===== src/rtl/prng_xnor.sv =====
module prng_xnor #(
  parameter int unsigned WIDTH = 8,
  parameter logic [WIDTH-1:0] SEED = 8'h12
) (
  input  logic             clk,
  input  logic             rst,
  input  logic             got,
  output logic [WIDTH-1:0] val
);

  function automatic logic [31:0] tap_mask(int unsigned w);
    case (w)
      3:       return 32'h0006;
      4:       return 32'h000C;
      5:       return 32'h0014;
      6:       return 32'h0030;
      7:       return 32'h0060;
      8:       return 32'h00B8;
      9:       return 32'h0110;
      10:      return 32'h0240;
      11:      return 32'h0500;
      12:      return 32'h0829;
      13:      return 32'h100D;
      14:      return 32'h2015;
      15:      return 32'h6000;
      16:      return 32'hD008;
      default: return 32'h0000;
    endcase
  endfunction

  localparam logic [31:0]      MASK_FULL = tap_mask(WIDTH);
  localparam logic [WIDTH-1:0] TAPS      = MASK_FULL[WIDTH-1:0];

  logic [WIDTH-1:0] state;
  logic             fb;

  assign fb  = ~^(state & TAPS);
  assign val = state;

  always_ff @(posedge clk) begin
    if (rst)
      state <= SEED;
    else if (got)
      state <= {state[WIDTH-2:0], fb};
  end

endmodule


===== config.mk =====
export PLATFORM = sky130hd
export DESIGN_NAME = prng_xnor
export DESIGN_NICKNAME = d
export VERILOG_FILES = /design/src/rtl/prng_xnor.sv
export SDC_FILE = /design/constraint.sdc
export NUM_CORES = 1
export LEC_CHECK = 0
export CORE_AREA = 2 2 39 41
export CTS_CLUSTER_SIZE = 8
export DETAILED_ROUTE_END_ITERATION = 8
export DIE_AREA = 0 0 41 43
export GPL_TIMING_DRIVEN = 0
export PLACE_DENSITY_LB_ADDON = 0.12
export SLEW_MARGIN = 40
export SYNTH_ARGS = -nofsm -noshare
export SYNTH_HDL_FRONTEND = slang
export SYNTH_SLANG_ARGS = --single-unit

===== constraint.sdc =====
create_clock -name clk -period 1.4 [get_ports clk]
set_input_delay 0.21 -clock clk [delete_from_list [all_inputs] [get_ports clk]]
set_output_delay 0.21 -clock clk [all_outputs]
set_load 0.005 [all_outputs]

# Word level (Yosys, flattened, before mapping)
# Cells that the tools add are included.
[word_totals]
out_inout_bits = 8
input_bits = 3
elab_cells = 2
reg_bits = 8
[classes]
n_reduce_logical = 1
[ops]
columns = ["cell", "n"]
rows = [
  ["8-bit XNOR reduction", 1],
]

# Logic depth before layout (Yosys ltp)
[depth]
ltp_word = 1
mapped_depth = 3
ltp_nobuf = 3

# Worst setup path after synthesis
# OpenSTA, ideal clock, no wires.
[synth_path]
path_type = "register to register"
start = "register state[3], in the netlist val[3]"
end = "register state[0], in the netlist val[0]"
slack_ns = 0.524
period_less_slack_ns = 0.876
arrival_time_ns = 0.748
path_buffers = 0
setup_time_ns = 0.129
path_stages_with_launch = 4
t_required_ns = 1.271
path_cell_list = "dfxtp_1 > xor2_1 > xnor2_1 > o22ai_1"
[synth_between]
elab_chain_len = 1
[synth_lines]
columns = ["element", "line_no", "text"]
rows = [
  ["from (decl)", "34", "logic [WIDTH-1:0] state;"],
  ["from (signal assigned)", "44", "state <= {state[WIDTH-2:0], fb};"],
  ["8-bit XNOR reduction", "37", "assign fb = ~^(state & TAPS);"],
]
# No other way between the ends.
# A chain may end at the register's enable or synchronous reset.

# Final worst setup path
[layout_path]
start = "register state[4], in the netlist val[4]"
end = "output port val[4]"
[layout_lines]
columns = ["element", "line_no", "text"]
rows = [
  ["to (decl)", "8", "output logic [WIDTH-1:0] val"],
]
# No word-level cell between the ends.

==> results.toml <==
[final_layout]
fin_util_pct = 32.64
layout_common_cells = "clkdlybuf4s50_1 (9), dfxtp_1 (6), mux2i_1 (5), nor2_1 (5), clkbuf_4 (3)"
layout-drive-gt1-share_pct = 16.67
fin_nets = 47
layout_commonest_cell = "clkdlybuf4s50_1"
largest_reg_flops = 8
area.growth.synth_to_final_pct = 42.69
post_layout_nonfiller_instances = 58
antenna_cells = 0

[cts]
insertion_delay_ns = 0.25
clk_pin_slew_ns = 0.05
cts_tree = "done"
cts.sinks = 8
cts-root-buf = "clkbuf_4"
clk_path_buf_depth = 2
cts_hold_buf = 0
numCtsBuffers = 3
ctsResizeCount = 0
cts_max_level = 1
postCtsSetupRepairBufs = 0

[setup_path]
worstSetupStartpoint = "val[4]$_SDFFE_PP1P_"
r2r_start = "val[4]$_SDFFE_PP1P_"
crit_family = "buffers and inverters"
r2r-end = "val[0]$_SDFFE_PP0P_"
startpoint_type = "register"
max_stage_delay_ns = 0.52
reg2regPathDepth = 3
endpoint = "val[4]"
path_cells = "clkdlybuf4s50_1"
r2r_slack_ns = 0.50
crit_path_max_fanout = 4
timing.critical_path.required_ns = 1.19
cp_num_cells = 1
critPathSlowestCell = "clkdlybuf4s50_1"
critPathBufInv = 1
path_class = "reg2out"
cp_data_arrival_time_ns = 1.13
crit_path_end_kind = "output port"

[routing]
drtIter0Drc = 1
vias = 245
drtPass1Iterations = 3
route.detailed.drc = 0
wl_um = 567
wire_per_inst_um = 9.776
postRouteAntennaNets = 0
drt-vias-per-instance = 4.224

[global_routing]
gr-max-usage-layer = "met2"
grt_util_met1_pct = 7.767
grt_pass1_vias = 241
grt_pass1_wl_um = 897
grtUsageMet3_pct = 7.853
grtUsageTotal_pct = 8.451
met2_usage_pct = 11.25
grt_overflow_total = 0
grt_max_degree = 11
antenna_found_initial = 0

[power_and_ir_drop]
seq_power_share_pct = 51.1
internal_power_mw = 0.3963
leakagePower_nw = 0.1839
p_sw_mw = 0.1098
combPwrFrac_pct = 16.1
switching_share_pct = 21.70
vdd_drop_max_uv = 445.5
clock_power_share_pct = 32.7
p_per_area_nw_per_um2 = 1121

[floorplan]
initial_utilization_pct = 22.88
dieArea_um2 = 1763
num_rows = 14
io_pins = 11
core-area_um2 = 1384
die_w_um = 41
fp.dieH_um = 43

[sta]
grt_setup_unrepaired = "false"
setup_viol = 0
slew_headroom_pct = 76.50
hold_violations = 0
fmax_ghz = 0.7441
fin_setup_tns_ns = 0
finalCriticalPeriod_ns = 1.344
fin_crit_sh_pct = 95.99
worstMarginPinSlew_ns = 0.3525
whs_ns = 0.3059
finClkSkew_ns = 0.001356
slew_viol_final = 0

[place]
dpl.cell_count = 55
portBuffers = 9
hpwl_um = 427.5
gp_congestion = 0.5885

[run]
maxCapViolations = 0

[yosys]
syn_avg_cell_area_um2 = 10.55
synthDistinctLibCells = 12
synth-seq-cells = 8
netlist_area_um2 = 316.6
syn_nets = 33
ys_seq_area_share_pct = 50.59
yosys_warnings = 0
syn_inst = 30

[min_path]
hp-class = "in2reg"

[status]
run_status = "finished clean"
[cells in the mapped netlist]
cell type	n	area share, %
nor2b_1	2	4.0
xor2_1	1	2.8
dfxtp_1	8	51
nand2b_1	2	4.0
clkbuf_1	1	1.2
a211o_2	1	3.2
xnor2_1	2	5.5
buf_4	1	2.4
o22ai_1	1	2.0
nor2_1	5	5.9
a211o_1	1	2.8
mux2i_1	5	16
[cells by family (layout without fill, tap and decap cells)]
logic type / count (synthesis) / after routing / share of synthesized area (%)
AO/OA/AOI/OAI: 3 / 3 / 7.907
XOR/XNOR: 3 / 3 / 8.302
buffers and inverters: 2 / 14 / 3.557
flip-flops: 8 / 8 / 50.59
multiplexers: 5 / 5 / 15.81
AND/OR/NAND/NOR: 9 / 9 / 13.83
[layout make-up]
| cell class | instances | area [µm²] |
|---|---|---|
| tap | 16 | 20.02 |
| clock buffer | 3 | 22.52 |
| multi-input combinational | 20 | 145.1 |
| timing repair buffer | 9 | 90.09 |
| fill | 154 | 932.1 |
| sequential | 8 | 162.7 |
| buffer | 2 | 11.26 |
[stage by stage]
step | total power [mW] | instance area [µm²] | setup slack [ns]
2_1_floorplan | 0.3048 | 316.6 | 0.5236
3_3_place_gp | 0.3442 | 426.7 | 0.09881
3_5_place_dp | 0.3459 | 426.7 | 0.07625
4_1_cts | 0.5193 | 449.2 | 0.01371
5_1_grt | 0.5372 | 451.7 | 0.007554
6_report | 0.5061 | 451.7 | 0.05616
[per-layer routing]
layer	up-vias	share of wire, %
li1	123	-
met1	110	38
met2	10	48
met3	2	11
met4	0	1.8
met5	-	0
[worst min path at each step]
| stage | from | to | slack (ns) | depth (start not counted) |
|---|---|---|---|---|
| after floorplan | got | val[1]$_SDFFE_PP1P_ | 0.41 | 2 |
| after global placement | val[0]$_SDFFE_PP0P_ | val[1]$_SDFFE_PP1P_ | 0.47 | 1 |
| after detailed placement | val[0]$_SDFFE_PP0P_ | val[1]$_SDFFE_PP1P_ | 0.50 | 1 |
| after CTS | rst | val[5]$_SDFFE_PP0P_ | 0.31 | 2 |
| after global routing | rst | val[6]$_SDFFE_PP0P_ | 0.34 | 2 |
| final | rst | val[5]$_SDFFE_PP0P_ | 0.31 | 2 |
[power groups by stage]
stage / registers (mW) / clock network, mW / logic (mW)
after CTS: 0.258 / 0.178 / 0.0832
after detailed placement: 0.263 / 0 / 0.0829
after floorplan: 0.263 / 0 / 0.0421
after global routing: 0.261 / 0.185 / 0.0908
final: 0.259 / 0.166 / 0.0816
after global placement: 0.262 / 0 / 0.0821
Power figures use the tool's default switching activity.
